==> src/rtl/accel_st_pkg.sv <==
package accel_st_pkg;
  localparam logic [7:0] CFG_ADDR   = 8'h31;
  localparam logic [7:0] CFG_ST_OFF = 8'h0B;
  localparam logic [7:0] CFG_ST_ON  = 8'h8B;

  typedef enum logic [3:0] {
    S_IDLE, S_WR_BASE, S_WAIT_OFF, S_ACC_OFF, S_LATCH,
    S_WR_ON, S_WAIT_ON, S_ACC_ON, S_WR_OFF, S_CALC
  } seq_state_e;
endpackage

==> src/rtl/accel_st_ctrl.sv <==
module accel_st_ctrl
  import accel_st_pkg::*;
#(
  parameter int N_AVG      = 100,
  parameter int SETTLE_CYC = 55000
) (
  input  logic       clk_i,
  input  logic       rst_ni,
  input  logic       start_i,
  input  logic       abort_i,
  input  logic       wr_ack_i,
  input  logic       smp_valid_i,
  output logic       wr_req_o,
  output logic [7:0] wr_data_o,
  output logic       busy_o,
  output logic       clr_o,
  output logic       acc_o,
  output logic       latch_o,
  output logic       calc_o
);
  localparam int CMAX = (N_AVG > SETTLE_CYC) ? N_AVG : SETTLE_CYC;
  localparam int CW   = $clog2(CMAX + 1);
  localparam logic [CW-1:0] SETTLE_LAST = CW'(SETTLE_CYC - 1);
  localparam logic [CW-1:0] AVG_LAST    = CW'(N_AVG - 1);

  seq_state_e      state_q, state_d;
  logic [CW-1:0]   cnt_q, cnt_d;
  logic            abort_q, abort_d;

  always_comb begin
    state_d = state_q;
    cnt_d   = cnt_q;
    abort_d = abort_q | (abort_i && state_q != S_IDLE && state_q != S_CALC);
    unique case (state_q)
      S_IDLE: begin
        abort_d = 1'b0;
        if (start_i) state_d = S_WR_BASE;
      end
      S_WR_BASE, S_WR_ON: if (wr_ack_i) begin
        cnt_d   = '0;
        state_d = abort_d ? S_WR_OFF : (state_q == S_WR_BASE ? S_WAIT_OFF : S_WAIT_ON);
      end
      S_WAIT_OFF, S_WAIT_ON: begin
        if (abort_d) state_d = S_WR_OFF;
        else if (cnt_q == SETTLE_LAST) begin
          cnt_d   = '0;
          state_d = (state_q == S_WAIT_OFF) ? S_ACC_OFF : S_ACC_ON;
        end else cnt_d = cnt_q + 1'b1;
      end
      S_ACC_OFF, S_ACC_ON: begin
        if (abort_d) state_d = S_WR_OFF;
        else if (smp_valid_i) begin
          if (cnt_q == AVG_LAST) state_d = (state_q == S_ACC_OFF) ? S_LATCH : S_WR_OFF;
          else cnt_d = cnt_q + 1'b1;
        end
      end
      S_LATCH:  state_d = abort_d ? S_WR_OFF : S_WR_ON;
      S_WR_OFF: if (wr_ack_i) state_d = abort_d ? S_IDLE : S_CALC;
      S_CALC:   state_d = S_IDLE;
      default:  state_d = S_IDLE;
    endcase
  end

  always_ff @(posedge clk_i or negedge rst_ni) begin
    if (!rst_ni) begin
      state_q <= S_IDLE;
      cnt_q   <= '0;
      abort_q <= 1'b0;
    end else begin
      state_q <= state_d;
      cnt_q   <= cnt_d;
      abort_q <= abort_d;
    end
  end

  assign wr_req_o  = (state_q == S_WR_BASE) || (state_q == S_WR_ON) || (state_q == S_WR_OFF);
  assign wr_data_o = (state_q == S_WR_ON) ? CFG_ST_ON : CFG_ST_OFF;
  assign busy_o    = (state_q != S_IDLE);
  assign clr_o     = (state_q == S_WR_BASE) || (state_q == S_WR_ON);
  assign acc_o     = smp_valid_i && ((state_q == S_ACC_OFF) || (state_q == S_ACC_ON));
  assign latch_o   = (state_q == S_LATCH);
  assign calc_o    = (state_q == S_CALC);
endmodule

==> src/rtl/accel_st_axis.sv <==
module accel_st_axis #(
  parameter int SMP_W = 16,
  parameter int N_AVG = 100,
  localparam int DW   = SMP_W + 1
) (
  input  logic                    clk_i,
  input  logic                    rst_ni,
  input  logic                    clr_i,
  input  logic                    acc_i,
  input  logic                    latch_i,
  input  logic                    calc_i,
  input  logic signed [SMP_W-1:0] smp_i,
  input  logic signed [DW-1:0]    lim_min_i,
  input  logic signed [DW-1:0]    lim_max_i,
  output logic signed [DW-1:0]    delta_o,
  output logic                    pass_o
);
  localparam int SUM_W = SMP_W + $clog2(N_AVG) + 1;
  localparam logic signed [SUM_W-1:0] N_S = SUM_W'(N_AVG);

  logic signed [SUM_W-1:0] sum_q;
  logic signed [SMP_W-1:0] base_q, avg_w;
  logic signed [DW-1:0]    delta_w;

  // signed division truncates toward zero
  assign avg_w   = SMP_W'(sum_q / N_S);
  assign delta_w = DW'(avg_w) - DW'(base_q);

  always_ff @(posedge clk_i or negedge rst_ni) begin
    if (!rst_ni) begin
      sum_q   <= '0;
      base_q  <= '0;
      delta_o <= '0;
      pass_o  <= 1'b0;
    end else begin
      if (clr_i)      sum_q <= '0;
      else if (acc_i) sum_q <= sum_q + SUM_W'(smp_i);
      if (latch_i) base_q <= avg_w;
      if (calc_i) begin
        delta_o <= delta_w;
        pass_o  <= (delta_w >= lim_min_i) && (delta_w <= lim_max_i);
      end
    end
  end
endmodule

==> src/rtl/accel_selftest_seq.sv <==
module accel_selftest_seq
  import accel_st_pkg::*;
#(
  parameter int SMP_W      = 16,
  parameter int N_AVG      = 100,
  parameter int SETTLE_CYC = 55000,
  localparam int DW        = SMP_W + 1
) (
  input  logic                    clk_i,
  input  logic                    rst_ni,
  input  logic                    start_i,
  input  logic                    abort_i,
  output logic                    wr_req_o,
  output logic [7:0]              wr_addr_o,
  output logic [7:0]              wr_data_o,
  input  logic                    wr_ack_i,
  input  logic                    smp_valid_i,
  input  logic signed [SMP_W-1:0] smp_x_i,
  input  logic signed [SMP_W-1:0] smp_y_i,
  input  logic signed [SMP_W-1:0] smp_z_i,
  input  logic signed [DW-1:0]    lim_min_x_i,
  input  logic signed [DW-1:0]    lim_max_x_i,
  input  logic signed [DW-1:0]    lim_min_y_i,
  input  logic signed [DW-1:0]    lim_max_y_i,
  input  logic signed [DW-1:0]    lim_min_z_i,
  input  logic signed [DW-1:0]    lim_max_z_i,
  output logic                    busy_o,
  output logic                    done_o,
  output logic [2:0]              pass_o,
  output logic signed [DW-1:0]    delta_x_o,
  output logic signed [DW-1:0]    delta_y_o,
  output logic signed [DW-1:0]    delta_z_o
);
  localparam int AXES = 3;

  logic clr, acc, latch, calc;
  logic signed [SMP_W-1:0] smp_a   [AXES];
  logic signed [DW-1:0]    min_a   [AXES];
  logic signed [DW-1:0]    max_a   [AXES];
  logic signed [DW-1:0]    delta_a [AXES];

  assign smp_a = '{smp_x_i, smp_y_i, smp_z_i};
  assign min_a = '{lim_min_x_i, lim_min_y_i, lim_min_z_i};
  assign max_a = '{lim_max_x_i, lim_max_y_i, lim_max_z_i};

  accel_st_ctrl #(.N_AVG(N_AVG), .SETTLE_CYC(SETTLE_CYC)) i_ctrl (
    .clk_i, .rst_ni, .start_i, .abort_i, .wr_ack_i, .smp_valid_i,
    .wr_req_o, .wr_data_o, .busy_o,
    .clr_o(clr), .acc_o(acc), .latch_o(latch), .calc_o(calc)
  );

  for (genvar a = 0; a < AXES; a++) begin : g_axis
    accel_st_axis #(.SMP_W(SMP_W), .N_AVG(N_AVG)) i_axis (
      .clk_i, .rst_ni,
      .clr_i(clr), .acc_i(acc), .latch_i(latch), .calc_i(calc),
      .smp_i(smp_a[a]), .lim_min_i(min_a[a]), .lim_max_i(max_a[a]),
      .delta_o(delta_a[a]), .pass_o(pass_o[a])
    );
  end

  assign delta_x_o = delta_a[0];
  assign delta_y_o = delta_a[1];
  assign delta_z_o = delta_a[2];
  assign wr_addr_o = CFG_ADDR;

  always_ff @(posedge clk_i or negedge rst_ni) begin
    if (!rst_ni) done_o <= 1'b0;
    else         done_o <= calc;
  end
endmodule

==> config.mk <==
export PLATFORM = sky130hd
export DESIGN_NAME = accel_selftest_seq
export DESIGN_NICKNAME = d
export VERILOG_FILES = /design/src/rtl/accel_st_pkg.sv /design/src/rtl/accel_st_ctrl.sv /design/src/rtl/accel_st_axis.sv /design/src/rtl/accel_selftest_seq.sv
export SDC_FILE = /design/constraint.sdc
export NUM_CORES = 1
export LEC_CHECK = 0
export BUFFER_PORTS_ARGS = -buffer_cell sky130_fd_sc_hd__buf_2
export CAP_MARGIN = 20
export CORE_MARGIN = 2
export CORE_UTILIZATION = 45
export DETAILED_ROUTE_END_ITERATION = 12
export PLACE_DENSITY = 0.63
export SYNTH_ARGS = -nofsm -noshare
export SYNTH_HDL_FRONTEND = slang
export SYNTH_HIERARCHICAL = 1
export SYNTH_SLANG_ARGS = --single-unit
==> constraint.sdc <==
create_clock -name clk_i -period 16 [get_ports clk_i]
set_input_delay 4.8 -clock clk_i [delete_from_list [all_inputs] [get_ports clk_i]]
set_output_delay 4.8 -clock clk_i [all_outputs]
set_load 0.02 [all_outputs]
* Word level (Yosys, flattened, before mapping)
Cells that the tools add are included.
** Word-level totals
- Register bits after elaboration :: 196
- Input port bits :: 156
- Output and inout bits :: 73
- Word-level logic and storage cells :: 103
** Cells by class
- Add/subtract/negate cells :: 7
- Div/mod/pow operators :: 3
- Order comparisons :: 6
- Equality and inequality tests :: 22
- Mux-type cells :: 30
- Bitwise operators :: 1
- Reduce and logical (&&, ||, !) cells :: 18
** Operators by type and width (count)
- 24-bit 2-to-1 mux :: 6
- 16-bit 2-to-1 mux :: 6
- 24-bit by 16-bit adder with 24-bit output :: 3
- 24-bit by 8-bit divider with 24-bit output (second input constant) :: 3
- 17-bit >= comparator :: 3
- 17-bit <= comparator :: 3
- 16-bit by 16-bit subtractor with 17-bit output :: 3
- 4-bit 2-to-1 mux :: 12
- 16-bit case mux with 3 select lines :: 1
- 4-bit case mux with 6 select lines :: 1
- 16-bit by 1-bit adder with 16-bit output (second input constant) :: 1
- 16-bit equality test (second input constant) :: 1
- 16-bit by 7-bit equality test with 1-bit output (second input constant) :: 1
- 4-bit by 3-bit equality test with 1-bit output (second input constant) :: 4
- 2-bit inequality test (second input constant) :: 7
- 6-bit AND reduction :: 2
- 4-bit by 2-bit equality test with 1-bit output (second input constant) :: 2
- 4-bit equality test (second input constant) :: 2
- 8-bit 2-to-1 mux :: 1
- 1-bit logical AND :: 6
- 3-bit 2-to-1 mux :: 2
- 3-bit by 1-bit inequality test with 1-bit output (second input constant) :: 2
- 2-bit OR reduction :: 3
- 4-bit by 1-bit equality test with 1-bit output (second input constant) :: 1
- other kinds (9) :: 11

* Depth between registers and ports, before layout
Gate-level depths: netlist of the first run.
- Word-level depth :: 7
- Mapped depth :: 78
- Depth with buffers taken out :: 70

* Cells and area by module
Netlist of the first run, hierarchy kept.
** Modules (own cells, without submodules)
- accel_st_axis :: times used 3, cells an instance 1185, area each 9472.8 µm², sequential area each 1451.4 µm²
- accel_st_ctrl :: times used 1, cells an instance 179, area each 1514.0 µm², sequential area each 525.5 µm²
- accel_selftest_seq :: times used 1, cells an instance 11, area each 92.6 µm², sequential area each 25.0 µm²

* Worst setup path after synthesis of the first run
Ideal clock, no wire load.
- Kind :: reg2reg
- Start point :: reg g_axis[0].i_axis.sum_q[7]
- End point :: reg g_axis[0].i_axis.pass_o
- Library setup time :: 0.084 ns
- Arrival time :: 15.719 ns
- Data required time :: 15.916 ns
- Path slack :: 0.197 ns
- Stages on the path, launching flop included :: 72
- Buffers on the path :: 5
- Clock period less this slack :: 15.803 ns
- Path through :: dfrtp_1 buf_2 or4_4 or4_4 o31ai_4 xor2_1 o21ai_1 o21ai_1 a21oi_1 a221o_1 a311o_1 buf_2 a211oi_4 a21oi_2 or4_1 nand3_1 or3_1 buf_4 [36 not listed] a21o_1 a21o_1 a21o_1 a21o_1 a21o_1 a21oi_1 nor2b_1 o21ai_0 nand2b_1 a21oi_1 xnor2_1 ha_1 and3_1 a2111oi_0 a21oi_1 nand2_1 o2111ai_1 o21ai_0
** Between the ends
- Cells in the longest elaborated chain, start to end :: 4
- Elaborated cells between the ends (all ways) :: 5
- Those cells by class :: add/sub: 1; div: 1; order compare: 2; reduce/logical: 1
** Ends and longest elaborated chain
- from (decl) :: RTL line accel_st_axis.sv:21 : logic signed [SUM_W-1:0] sum_q;
- from (signal assigned) :: RTL line accel_st_axis.sv:37 : else if (acc_i) sum_q <= sum_q + SUM_W'(smp_i);
- 24-bit by 8-bit divider with 24-bit output (*) :: RTL line accel_st_axis.sv:26 : assign avg_w = SMP_W'(sum_q / N_S);
- via g_axis[0].i_axis.avg_w[1] :: RTL line accel_st_axis.sv:22 : logic signed [SMP_W-1:0] base_q, avg_w;
- 16-bit by 16-bit subtractor with 17-bit output (*) :: RTL line accel_st_axis.sv:27 : assign delta_w = DW'(avg_w) - DW'(base_q);
- via g_axis[0].i_axis.delta_w[15] :: RTL line accel_st_axis.sv:23 : logic signed [DW-1:0] delta_w;
- 17-bit >= comparator or 17-bit <= comparator (tied branches) :: RTL line accel_st_axis.sv:41 : pass_o <= (delta_w >= lim_min_i) && (delta_w <= lim_max_i);
- 1-bit logical AND (*) :: RTL line accel_st_axis.sv:41
- to (signal assigned) :: RTL line accel_st_axis.sv:41
- to (decl) :: RTL line accel_st_axis.sv:16 : output logic pass_o
The timed path passes the listed nets; every way through them passes the cells marked *.
A chain may end at the register's enable or synchronous reset.

* Final worst setup path of the first run
- Start point :: reg g_axis[1].i_axis.sum_q[9]
- End point :: reg g_axis[1].i_axis.pass_o
** Between the ends
- Cells in the longest elaborated chain, start to end :: 4
- Elaborated cells between the ends (all ways) :: 5
- Those cells by class :: add/sub: 1; div: 1; order compare: 2; reduce/logical: 1
** Ends and longest elaborated chain (RTL line)
- from (decl) :: accel_st_axis.sv:21
- from (signal assigned) :: accel_st_axis.sv:37
- 24-bit by 8-bit divider with 24-bit output (*) :: accel_st_axis.sv:26
- via g_axis[1].i_axis.avg_w[1] :: accel_st_axis.sv:22
- 16-bit by 16-bit subtractor with 17-bit output (*) :: accel_st_axis.sv:27
- via g_axis[1].i_axis.delta_w[15] :: accel_st_axis.sv:23
- 17-bit >= comparator or 17-bit <= comparator (tied branches) :: accel_st_axis.sv:41
- 1-bit logical AND (*) :: accel_st_axis.sv:41
- to (signal assigned) :: accel_st_axis.sv:41
- to (decl) :: accel_st_axis.sv:16
Marks and branches as above.

==> results of run 1 <==
-- stage by stage --
step / TNS [ns] / instance area [µm²] / instances / setup slack, ns
after floorplan: 0 / 30100 / 3756 / 0.197
after global placement: -0.516 / 37800 / 5515 / -0.447
after detailed placement: -0.749 / 37800 / 5515 / -0.408
after CTS: 0 / 39200 / 5584 / 0.00273
after global routing: -2.38 / 41100 / 5640 / -0.886
final: -0.0151 / 41100 / 5640 / -0.0131
-- placed cells by master (no fill, tap or decap), types with 18 or more instances in the layout --
cell	instances
sky130_fd_sc_hd__a211oi_1	34
sky130_fd_sc_hd__and2_1	46
sky130_fd_sc_hd__o21bai_1	64
sky130_fd_sc_hd__nor4_1	26
sky130_fd_sc_hd__mux2_2	95
sky130_fd_sc_hd__inv_1	233
sky130_fd_sc_hd__xnor2_1	196
sky130_fd_sc_hd__o211a_1	21
sky130_fd_sc_hd__nor3_1	61
sky130_fd_sc_hd__xor2_1	102
sky130_fd_sc_hd__a221o_1	20
sky130_fd_sc_hd__nor2_1	260
sky130_fd_sc_hd__nand2_1	196
sky130_fd_sc_hd__o21ai_1	56
sky130_fd_sc_hd__nand4_1	40
sky130_fd_sc_hd__and3_1	35
sky130_fd_sc_hd__nor2b_1	52
sky130_fd_sc_hd__buf_2	212
sky130_fd_sc_hd__mux2i_1	100
sky130_fd_sc_hd__o2111ai_1	26
sky130_fd_sc_hd__a21oi_2	42
sky130_fd_sc_hd__nand3_1	101
sky130_fd_sc_hd__ha_1	224
sky130_fd_sc_hd__o31ai_1	27
sky130_fd_sc_hd__o21a_1	52
sky130_fd_sc_hd__dfrtp_1	196
sky130_fd_sc_hd__a21o_1	108
sky130_fd_sc_hd__a21oi_1	211
sky130_fd_sc_hd__o21ai_0	142
sky130_fd_sc_hd__buf_4	896
sky130_fd_sc_hd__nand2b_1	52
sky130_fd_sc_hd__o211ai_1	39
sky130_fd_sc_hd__a31oi_1	31
sky130_fd_sc_hd__o21ai_2	27
sky130_fd_sc_hd__or3_1	18
sky130_fd_sc_hd__a211o_1	24
-- layer usage --
layer	track usage [%]	routed length (µm)
met4	7.08	2250
met3	3.62	4550
met5	0	10
met2	46.1	47300
met1	34.8	43400
-- cells by family after synthesis --
group | count (synthesis) | share of synthesized area [%]
simple gates | 1086 | 19.0
xor+xnor | 313 | 9.28
mux | 205 | 7.25
buf+inv | 378 | 5.14
other cells | 4 | 0.0500
compound gates | 1319 | 32.7
flops | 196 | 16.3
fa+ha+maj | 244 | 10.2
-- registers in the layout, indices dropped and copies added, names as in the netlist --
signal,cells
done_o,1
g_axis.i_axis/base_q,48
g_axis.i_axis/delta_o,51
g_axis.i_axis/pass_o,3
g_axis.i_axis/sum_q,72
i_ctrl/abort_q,1
i_ctrl/cnt_q,16
i_ctrl/state_q,4
-- what timing repair did --
action	CTS	global route
gates resized for setup	90	321
pin swaps	45	162
setup endpoints to repair	3	19
gates cloned	0	0
setup buffers	37	51
-- cell type report --
class	instances	area, µm²
Clock buffer	17	425
Multi-Input combinational cell	3182	25500
Fill cell	5834	24800
Antenna cell	1	2.50
Tap cell	864	1080
Sequential cell	196	4900
Inverter	239	897
Clock inverter	15	233
Timing Repair Buffer	1126	8030
-- worst paths after layout --
path,start,endpoint,cells after the start
max,g_axis[1].i_axis/sum_q[9]$_DFFE_PN0P_,g_axis[1].i_axis/pass_o$_DFFE_PN0P_,75
min reg2reg,g_axis[1].i_axis/delta_o[12]$_DFFE_PN0P_,g_axis[1].i_axis/delta_o[12]$_DFFE_PN0P_,1
max reg2reg,g_axis[1].i_axis/sum_q[9]$_DFFE_PN0P_,g_axis[1].i_axis/pass_o$_DFFE_PN0P_,75
min,g_axis[1].i_axis/delta_o[12]$_DFFE_PN0P_,g_axis[1].i_axis/delta_o[12]$_DFFE_PN0P_,1
min in group asynchronous,rst_ni,g_axis[2].i_axis/delta_o[10]$_DFFE_PN0P_,1
max in group asynchronous,rst_ni,g_axis[1].i_axis/sum_q[6]$_DFFE_PN0P_,2
-- worst max-delay path, delay by kind of cell, from the launching register on --
family / cells / cell delay, ns
AO/OA/AOI/OAI: 39 / 7.84
AND/OR/NAND/NOR: 18 / 4.38
buffers and inverters: 9 / 1.42
adder cells (fa/ha/maj): 3 / 0.86
XOR/XNOR: 5 / 0.73
flip-flops: 1 / 0.39
multiplexers: 1 / 0.30
==> flow_summary.html, run 1 <==
<table>
<tr><th>Metric</th><th>Value</th></tr>
<tr><th colspan="2">Run status</th></tr>
<tr><td>Outcome</td><td>finished, violations left</td></tr>
<tr><td>Failing checks</td><td>negative setup slack</td></tr>
<tr><th colspan="2">Worst setup path</th></tr>
<tr><td>Max incr delay on CP</td><td>0.61 ns</td></tr>
<tr><td>Worst setup slack for register-to-register paths</td><td>-0.01 ns</td></tr>
<tr><td>CP max FO</td><td>8</td></tr>
<tr><td>Endpoint kind of the worst setup timing path</td><td>flop</td></tr>
<tr><td>Kind of critical path</td><td>flop to flop</td></tr>
<tr><td>Worst path slowest cell</td><td>sky130_fd_sc_hd__or4_4</td></tr>
<tr><td>Data required, critical path</td><td>16.44 ns</td></tr>
<tr><td>Type of element launching the critical path</td><td>flop</td></tr>
<tr><td>Worst Path Arrival</td><td>16.45 ns</td></tr>
<tr><th colspan="2">Placed design</th></tr>
<tr><td>Number of port buffers</td><td>213</td></tr>
<tr><td>Routability-driven placement congestion ratio</td><td>0.962</td></tr>
<tr><td>Detailed placer's ending HPWL</td><td>75500 µm</td></tr>
<tr><th colspan="2">STA</th></tr>
<tr><td>Tightest Pin Transition</td><td>1.08 ns</td></tr>
<tr><td>Final Hold Vio Count</td><td>0</td></tr>
<tr><td>Achievable Freq</td><td>0.0624 GHz</td></tr>
<tr><td>Share of the clock period used by the worst path after layout</td><td>100%</td></tr>
<tr><td>Normalized max-slew margin</td><td>27.6%</td></tr>
<tr><td>Max-slew violation count</td><td>0</td></tr>
<tr><td>Count of final setup violators</td><td>2</td></tr>
<tr><td>Unrepaired setup endpoints after global routing</td><td>yes</td></tr>
<tr><td>Post-route worst hold slack</td><td>0.508 ns</td></tr>
<tr><td>Largest clock skew in the final design</td><td>0.0260 ns</td></tr>
<tr><td>Least setup slack across all paths after layout</td><td>-0.0131 ns</td></tr>
<tr><td>Fin crit period</td><td>16.01 ns</td></tr>
<tr><th colspan="2">Routing</th></tr>
<tr><td>Iteration-0 DRC Markers</td><td>2409</td></tr>
<tr><td>Post-detailed-route via-to-cell ratio</td><td>5.81</td></tr>
<tr><td>Number of nets with antenna violations after routing</td><td>0</td></tr>
<tr><td>Total wirelength of the detailed-routed design</td><td>97500 µm</td></tr>
<tr><td>DRC violations left</td><td>0</td></tr>
<tr><td>Pre-antenna DRT Iters</td><td>6</td></tr>
<tr><td>Routed wirelength normalized by instance count</td><td>17.3 µm</td></tr>
<tr><td>Vias</td><td>32795</td></tr>
<tr><th colspan="2">Cells and area</th></tr>
<tr><td>Area grow syn2layout</td><td>36.8%</td></tr>
<tr><td>Share of the core filled with cells</td><td>62.3%</td></tr>
<tr><td>Post-layout nets</td><td>5150</td></tr>
<tr><td>Layout cells sized above 1</td><td>35.7%</td></tr>
<tr><th colspan="2">Clocking</th></tr>
<tr><td>CTS sink count</td><td>196</td></tr>
<tr><td>Number of H-tree levels</td><td>4</td></tr>
<tr><td>Number of hold buffers added after CTS</td><td>0</td></tr>
<tr><td>TritonCTS clock tree</td><td>done</td></tr>
<tr><td>Maximum count of clock buffers along a single path</td><td>2</td></tr>
<tr><td>Clock tree root driver cell</td><td>sky130_fd_sc_hd__clkbuf_16</td></tr>
<tr><td>Worst skew pair latency</td><td>0.52 ns</td></tr>
<tr><td>CTS clk-pin slew, worst paths</td><td>0.10 ns</td></tr>
<tr><td>Number of buffers created by CTS</td><td>17</td></tr>
<tr><th colspan="2">Yosys</th></tr>
<tr><td>YS warnings</td><td>6</td></tr>
<tr><td>Mean post-synth cell area</td><td>8.02 µm²</td></tr>
<tr><td>List of most frequent post-synthesis cells</td><td>sky130_fd_sc_hd__nor2_1 (268), sky130_fd_sc_hd__a21oi_1 (246), sky130_fd_sc_hd__inv_1 (233)</td></tr>
<tr><td>Count of flip-flops with a built-in enable after synthesis</td><td>0</td></tr>
<tr><td>Yosys top cell area share</td><td>16.3%</td></tr>
<tr><td>Proportion of synthesized flip-flops having asynchronous set or reset</td><td>100%</td></tr>
<tr><td>Library cell with the highest instance count after synthesis</td><td>sky130_fd_sc_hd__nor2_1</td></tr>
<tr><td>Gate count of the mapped netlist</td><td>3745</td></tr>
<tr><td>Library cell with the largest summed area after synthesis</td><td>sky130_fd_sc_hd__dfrtp_1</td></tr>
<tr><td>Ranking of synthesized cells by area</td><td>sky130_fd_sc_hd__dfrtp_1 (16%), sky130_fd_sc_hd__ha_1 (9.4%), sky130_fd_sc_hd__xnor2_1 (5.9%)</td></tr>
<tr><td>Post-synthesis sequential element count</td><td>196</td></tr>
<tr><td>Portion of the post-synthesis area used by sequential elements</td><td>16.3%</td></tr>
<tr><td>Total standard cell area after synthesis</td><td>0.0300 mm²</td></tr>
<tr><td>Flip-flop cell with the highest count after synthesis</td><td>sky130_fd_sc_hd__dfrtp_1</td></tr>
<tr><td>Number of distinct standard cells referenced by the synthesized netlist</td><td>116</td></tr>
<tr><th colspan="2">Global route</th></tr>
<tr><td>Global-route usage over all layers</td><td>26.7%</td></tr>
<tr><td>Remaining global-route overflow</td><td>0</td></tr>
<tr><td>Initial antenna violation count</td><td>4</td></tr>
<tr><td>Vias in the first global route</td><td>31285</td></tr>
<tr><td>Largest net degree at the start of global routing</td><td>80</td></tr>
<tr><td>Wire length of the first global-routing pass</td><td>156000 µm</td></tr>
<tr><th colspan="2">Floorplanning</th></tr>
<tr><td>Starting density of the core</td><td>45.6%</td></tr>
<tr><td>Die height</td><td>262 µm</td></tr>
<tr><td>Count of pins on the block boundary</td><td>229</td></tr>
<tr><td>Core Box Area</td><td>0.0659 mm²</td></tr>
<tr><td>Die Span X</td><td>262 µm</td></tr>
<tr><td>Die footprint</td><td>0.0688 mm²</td></tr>
<tr><td>Number of rows created at floorplan</td><td>94</td></tr>
<tr><th colspan="2">Worst hold path</th></tr>
<tr><td>Type of the tightest min-delay check</td><td>flop to flop</td></tr>
<tr><th colspan="2">Job</th></tr>
<tr><td>Max-cap violation count</td><td>0</td></tr>
</table>
Power of run 1 is not shown: default switching activity piles up to over one toggle a cycle in this logic, so the estimate is an artifact.
==> run 2: changes to the inputs <==
--- a/config.mk
+++ b/config.mk
@@ -5,12 +5,14 @@
 export SDC_FILE = /design/constraint.sdc
 export NUM_CORES = 1
 export LEC_CHECK = 0
+export ABC_AREA = 1
 export BUFFER_PORTS_ARGS = -buffer_cell sky130_fd_sc_hd__buf_2
 export CAP_MARGIN = 20
 export CORE_MARGIN = 2
 export CORE_UTILIZATION = 45
 export DETAILED_ROUTE_END_ITERATION = 12
 export PLACE_DENSITY = 0.63
+export SLEW_MARGIN = 20
 export SYNTH_ARGS = -nofsm -noshare
 export SYNTH_HDL_FRONTEND = slang
 export SYNTH_HIERARCHICAL = 1
==> run 2 against run 1 <==
  * The run now ends clean
  * Utilization decreased by 13 points
  * Die area decreased by 8.3%
  * Register-to-register slack improved by 2.1 ns
  * Maximum frequency increased by 15%
  * Final area decreased by 27%
  * Sequential share of layout area increased by 4.5 points
  * Wire length decreased by 25%
  * Synthesized cell count increased by 13%
  * Critical path depth increased by 35
  * Area after synthesis decreased by 8.4%
  * Sequential cell count unchanged
==> flow_summary.html, run 2 <==
<table>
<tr><th>Metric</th><th>Value</th></tr>
<tr><th colspan="2">Run status</th></tr>
<tr><td>Outcome</td><td>completed</td></tr>
<tr><th colspan="2">Cells and area</th></tr>
<tr><td>Top register by number of flip-flops</td><td>g_axis.i_axis/sum_q</td></tr>
<tr><td>Registers with the most flip-flops</td><td>g_axis.i_axis/sum_q (72), g_axis.i_axis/delta_o (51), g_axis.i_axis/base_q (48)</td></tr>
<tr><td>Post-layout nets</td><td>4788 (-7.0%)</td></tr>
<tr><td>Layout cells sized above 1</td><td>18.2% (-18 points)</td></tr>
<tr><td>Flip-flop count of the largest register, all copies and words added</td><td>72 (unchanged)</td></tr>
<tr><td>Share of the core filled with cells</td><td>49.3% (-13 points)</td></tr>
<tr><td>Area grow syn2layout</td><td>8.33%</td></tr>
<tr><td>Leading cell type in the layout, fill and taps excluded</td><td>sky130_fd_sc_hd__nand2_1</td></tr>
<tr><td>Non-filler cells, final</td><td>5203 (-7.7%)</td></tr>
<tr><td>Commonest cells after routing, fill and taps aside</td><td>sky130_fd_sc_hd__nand2_1 (951), sky130_fd_sc_hd__inv_1 (706), sky130_fd_sc_hd__nor2_1 (328), sky130_fd_sc_hd__nand3_1 (310), sky130_fd_sc_hd__ha_1 (226)</td></tr>
<tr><th colspan="2">Worst setup path</th></tr>
<tr><td>Kind of critical path</td><td>flop to flop</td></tr>
<tr><td>Max incr delay on CP</td><td>0.43 ns (-0.18 ns)</td></tr>
<tr><td>Launching point of the worst reg2reg path</td><td>g_axis[2].i_axis/sum_q[1]$_DFFE_PN0P_</td></tr>
<tr><td>CP max FO</td><td>10 (+2)</td></tr>
<tr><td>Worst path slowest cell</td><td>sky130_fd_sc_hd__dfrtp_1</td></tr>
<tr><td>Data required, critical path</td><td>16.39 ns (-0.05 ns)</td></tr>
<tr><td>First element of the critical path</td><td>g_axis[2].i_axis/sum_q[1]$_DFFE_PN0P_</td></tr>
<tr><td>Endpoint kind of the worst setup timing path</td><td>flop</td></tr>
<tr><td>Most frequent cell on the critical path</td><td>sky130_fd_sc_hd__nand2_4</td></tr>
<tr><td>Type of element launching the critical path</td><td>flop</td></tr>
<tr><td>Worst Path Arrival</td><td>14.35 ns (-2.10 ns)</td></tr>
<tr><th colspan="2">Worst hold path</th></tr>
<tr><td>Type of the tightest min-delay check</td><td>flop to flop</td></tr>
<tr><td>Source of the worst hold timing path</td><td>g_axis[2].i_axis/delta_o[12]$_DFFE_PN0P_</td></tr>
<tr><th colspan="2">Yosys</th></tr>
<tr><td>Count of flip-flops with a built-in enable after synthesis</td><td>0 (unchanged)</td></tr>
<tr><td>Proportion of synthesized flip-flops having asynchronous set or reset</td><td>100% (unchanged)</td></tr>
<tr><td>Xor and xnor area share after synthesis</td><td>4.80% (-4.5 points)</td></tr>
<tr><td>Dominant combinational cell family by area after synthesis</td><td>simple AND/OR/NAND/NOR gates</td></tr>
<tr><td>Multiplexer fraction of the synthesized cell area</td><td>0.109% (-7.1 points)</td></tr>
<tr><td>Yosys top cell area share</td><td>17.8% (+1.5 points)</td></tr>
<tr><td>Library cell with the largest summed area after synthesis</td><td>sky130_fd_sc_hd__dfrtp_1</td></tr>
<tr><td>Post-synthesis sequential element count</td><td>196 (unchanged)</td></tr>
<tr><td>Arithmetic-cell share of the synthesized area counting full adders, half adders and majority gates</td><td>10.7% (+0.50 points)</td></tr>
<tr><td>Total standard cell area after synthesis</td><td>0.0275 mm² (-8.4%)</td></tr>
<tr><td>Mean post-synth cell area</td><td>6.52 µm² (-19%)</td></tr>
<tr><td>List of most frequent post-synthesis cells</td><td>sky130_fd_sc_hd__nand2_1 (951), sky130_fd_sc_hd__inv_1 (706), sky130_fd_sc_hd__nor2_1 (328)</td></tr>
<tr><td>Flip-flop cell with the highest count after synthesis</td><td>sky130_fd_sc_hd__dfrtp_1</td></tr>
<tr><td>Number of distinct standard cells referenced by the synthesized netlist</td><td>64 (-45%)</td></tr>
<tr><td>Post-synthesis compound-gate area fraction</td><td>12.6% (-20 points)</td></tr>
<tr><td>Gate count of the mapped netlist</td><td>4218 (+13%)</td></tr>
<tr><td>Portion of the post-synthesis area used by sequential elements</td><td>17.8% (+1.5 points)</td></tr>
<tr><td>Library cell with the highest instance count after synthesis</td><td>sky130_fd_sc_hd__nand2_1</td></tr>
<tr><td>Ranking of synthesized cells by area</td><td>sky130_fd_sc_hd__dfrtp_1 (18%), sky130_fd_sc_hd__nand2_1 (13%), sky130_fd_sc_hd__ha_1 (10%)</td></tr>
<tr><td>YS warnings</td><td>6 (unchanged)</td></tr>
<tr><td>Simple-Gate Fraction of Synth Area</td><td>41.2% (+22 points)</td></tr>
<tr><th colspan="2">STA</th></tr>
<tr><td>Final Hold Vio Count</td><td>0 (unchanged)</td></tr>
<tr><td>Max-slew violation count</td><td>0 (unchanged)</td></tr>
<tr><td>Achievable Freq</td><td>0.0716 GHz (+15%)</td></tr>
<tr><td>Share of the clock period used by the worst path after layout</td><td>87.2% (-13 points)</td></tr>
<tr><td>Setup TNS</td><td>0 ns (+0.0151 ns)</td></tr>
<tr><td>Tightest Pin Transition</td><td>1.15 ns (+0.0717 ns)</td></tr>
<tr><td>Largest clock skew in the final design</td><td>0.0183 ns (-0.00770 ns)</td></tr>
<tr><td>Count of final setup violators</td><td>0 (-2)</td></tr>
<tr><td>Unrepaired setup endpoints after global routing</td><td>no</td></tr>
<tr><td>Fin crit period</td><td>13.96 ns (-2.05 ns)</td></tr>
<tr><td>Normalized max-slew margin</td><td>22.8% (-4.8 points)</td></tr>
<tr><th colspan="2">Routing</th></tr>
<tr><td>Number of nets with antenna violations after routing</td><td>0 (unchanged)</td></tr>
<tr><td>Routed wirelength normalized by instance count</td><td>14.1 µm (-19%)</td></tr>
<tr><td>Pre-antenna DRT Iters</td><td>5 (-1)</td></tr>
<tr><td>Total wirelength of the detailed-routed design</td><td>73100 µm (-25%)</td></tr>
<tr><td>Iteration-0 DRC Markers</td><td>1561 (-35%)</td></tr>
<tr><td>Post-detailed-route via-to-cell ratio</td><td>5.03 (-13%)</td></tr>
<tr><td>DRC violations left</td><td>0 (unchanged)</td></tr>
<tr><td>Vias</td><td>26180 (-20%)</td></tr>
<tr><th colspan="2">Clocking</th></tr>
<tr><td>CTS sink count</td><td>196 (unchanged)</td></tr>
<tr><td>Number of H-tree levels</td><td>4 (unchanged)</td></tr>
<tr><td>Maximum count of clock buffers along a single path</td><td>2 (unchanged)</td></tr>
<tr><td>Number of setup buffers added after CTS</td><td>0 (-100%)</td></tr>
<tr><td>Clock tree root driver cell</td><td>sky130_fd_sc_hd__clkbuf_16</td></tr>
<tr><td>CTS clk-pin slew, worst paths</td><td>0.09 ns (about the same)</td></tr>
<tr><td>Number of buffers created by CTS</td><td>17 (unchanged)</td></tr>
<tr><td>Worst skew pair latency</td><td>0.51 ns (about the same)</td></tr>
<tr><td>Number of hold buffers added after CTS</td><td>0 (unchanged)</td></tr>
<tr><td># resized after CTS</td><td>0 (-100%)</td></tr>
<tr><td>TritonCTS clock tree</td><td>done</td></tr>
<tr><th colspan="2">Floorplanning</th></tr>
<tr><td>Count of pins on the block boundary</td><td>229 (unchanged)</td></tr>
<tr><td>Starting density of the core</td><td>45.5% (about the same)</td></tr>
<tr><td>Number of rows created at floorplan</td><td>90 (-4.3%)</td></tr>
<tr><td>Die height</td><td>251 µm (-4.2%)</td></tr>
<tr><td>Core Box Area</td><td>0.0604 mm² (-8.4%)</td></tr>
<tr><td>Die Span X</td><td>251 µm (-4.2%)</td></tr>
<tr><td>Die footprint</td><td>0.0631 mm² (-8.3%)</td></tr>
<tr><th colspan="2">Placed design</th></tr>
<tr><td>Routability-driven placement congestion ratio</td><td>0.901 (-6.4%)</td></tr>
<tr><td>Placed Cells incl. Taps</td><td>5163 (-6.4%)</td></tr>
<tr><td>Number of port buffers</td><td>213 (unchanged)</td></tr>
<tr><td>Detailed placer's ending HPWL</td><td>60100 µm (-20%)</td></tr>
<tr><th colspan="2">Global route</th></tr>
<tr><td>Global-route met3 utilization</td><td>3.63% (+0.017 points)</td></tr>
<tr><td>Initial antenna violation count</td><td>7 (+3)</td></tr>
<tr><td>Remaining global-route overflow</td><td>0 (unchanged)</td></tr>
<tr><td>Most used routing layer</td><td>met2</td></tr>
<tr><td>Global-route track usage on met2</td><td>37.3% (-8.8 points)</td></tr>
<tr><td>Vias in the first global route</td><td>24517 (-22%)</td></tr>
<tr><td>Wire length of the first global-routing pass</td><td>122000 µm (-22%)</td></tr>
<tr><td>Met1 GRT Util</td><td>32.7% (-2.1 points)</td></tr>
<tr><td>Global-route usage over all layers</td><td>23.4% (-3.3 points)</td></tr>
<tr><td>Largest net degree at the start of global routing</td><td>98 (+23%)</td></tr>
<tr><th colspan="2">Job</th></tr>
<tr><td>Max-cap violation count</td><td>0 (unchanged)</td></tr>
</table>
==> run 2: cell count changes after synthesis, sizes merged, moves of 117 or more <==
cell and delta:
nand2 +1023, inv +557, nand3 +244, xnor2 -189, nor2 +129, a21oi -117
==> run 2: final cells by class <==
class                   count  area, µm²
diodes                      8       20.0
clock buffers              18        439
clock inverters            14        123
fillers                  6301      30600
inverters                 802       3030
multi-input cells        3163      19200
flip-flops and latches    196       4900
well taps                 782        978
repair buffers            220       1130
==> run 2: final timing paths <==
path	slack (ns)	cells past startpoint	to
setup / recovery	2.04	110	g_axis[2].i_axis/pass_o$_DFFE_PN0P_
hold / removal	0.48	2	g_axis[2].i_axis/delta_o[12]$_DFFE_PN0P_
setup reg to reg	2.04	110	g_axis[2].i_axis/pass_o$_DFFE_PN0P_
hold reg to reg	0.48	2	g_axis[2].i_axis/delta_o[12]$_DFFE_PN0P_
max in group asynchronous	10.38	2	g_axis[1].i_axis/sum_q[10]$_DFFE_PN0P_
min in group asynchronous	4.29	1	i_ctrl/cnt_q[2]$_DFFE_PN0P_
==> run 2: cells by family after synthesis <==
kind of cell / Yosys count
xor+xnor: 148
flops: 196
buf+inv: 870
other cells: 4
compound gates: 581
mux: 3
fa+ha+maj: 232
simple gates: 2184
==> run 2: critical path, delay by kind of cell (launching register included) <==
family	cells	cell delay, ns
AND/OR/NAND/NOR	82	8.88
AO/OA/AOI/OAI	16	2.69
adder cells (fa/ha/maj)	4	1.09
buffers and inverters	7	0.52
flip-flops	1	0.43
XOR/XNOR	1	0.20
==> run 2: through the flow <==
step                      cell area [µm²]  hold slack, ns  setup slack (ns)
after global routing                29800           0.505             0.387
after floorplan                     27500           0.449              3.98
final                               29800           0.483              2.04
after CTS                           29800           0.486              2.11
after detailed placement            29200           0.464              2.17
after global placement              29200           0.459              2.26
==> run 2: per-layer routing <==
| layer | share of wire, % | vias to the layer above |
|---|---|---|
| met2 | 43 | 452 |
| li1 | - | 13916 |
| met3 | 4.4 | 64 |
| met4 | 2.2 | 6 |
| met5 | 0.042 | - |
| met1 | 50 | 11742 |
Power of run 2 is left out for the same reason.
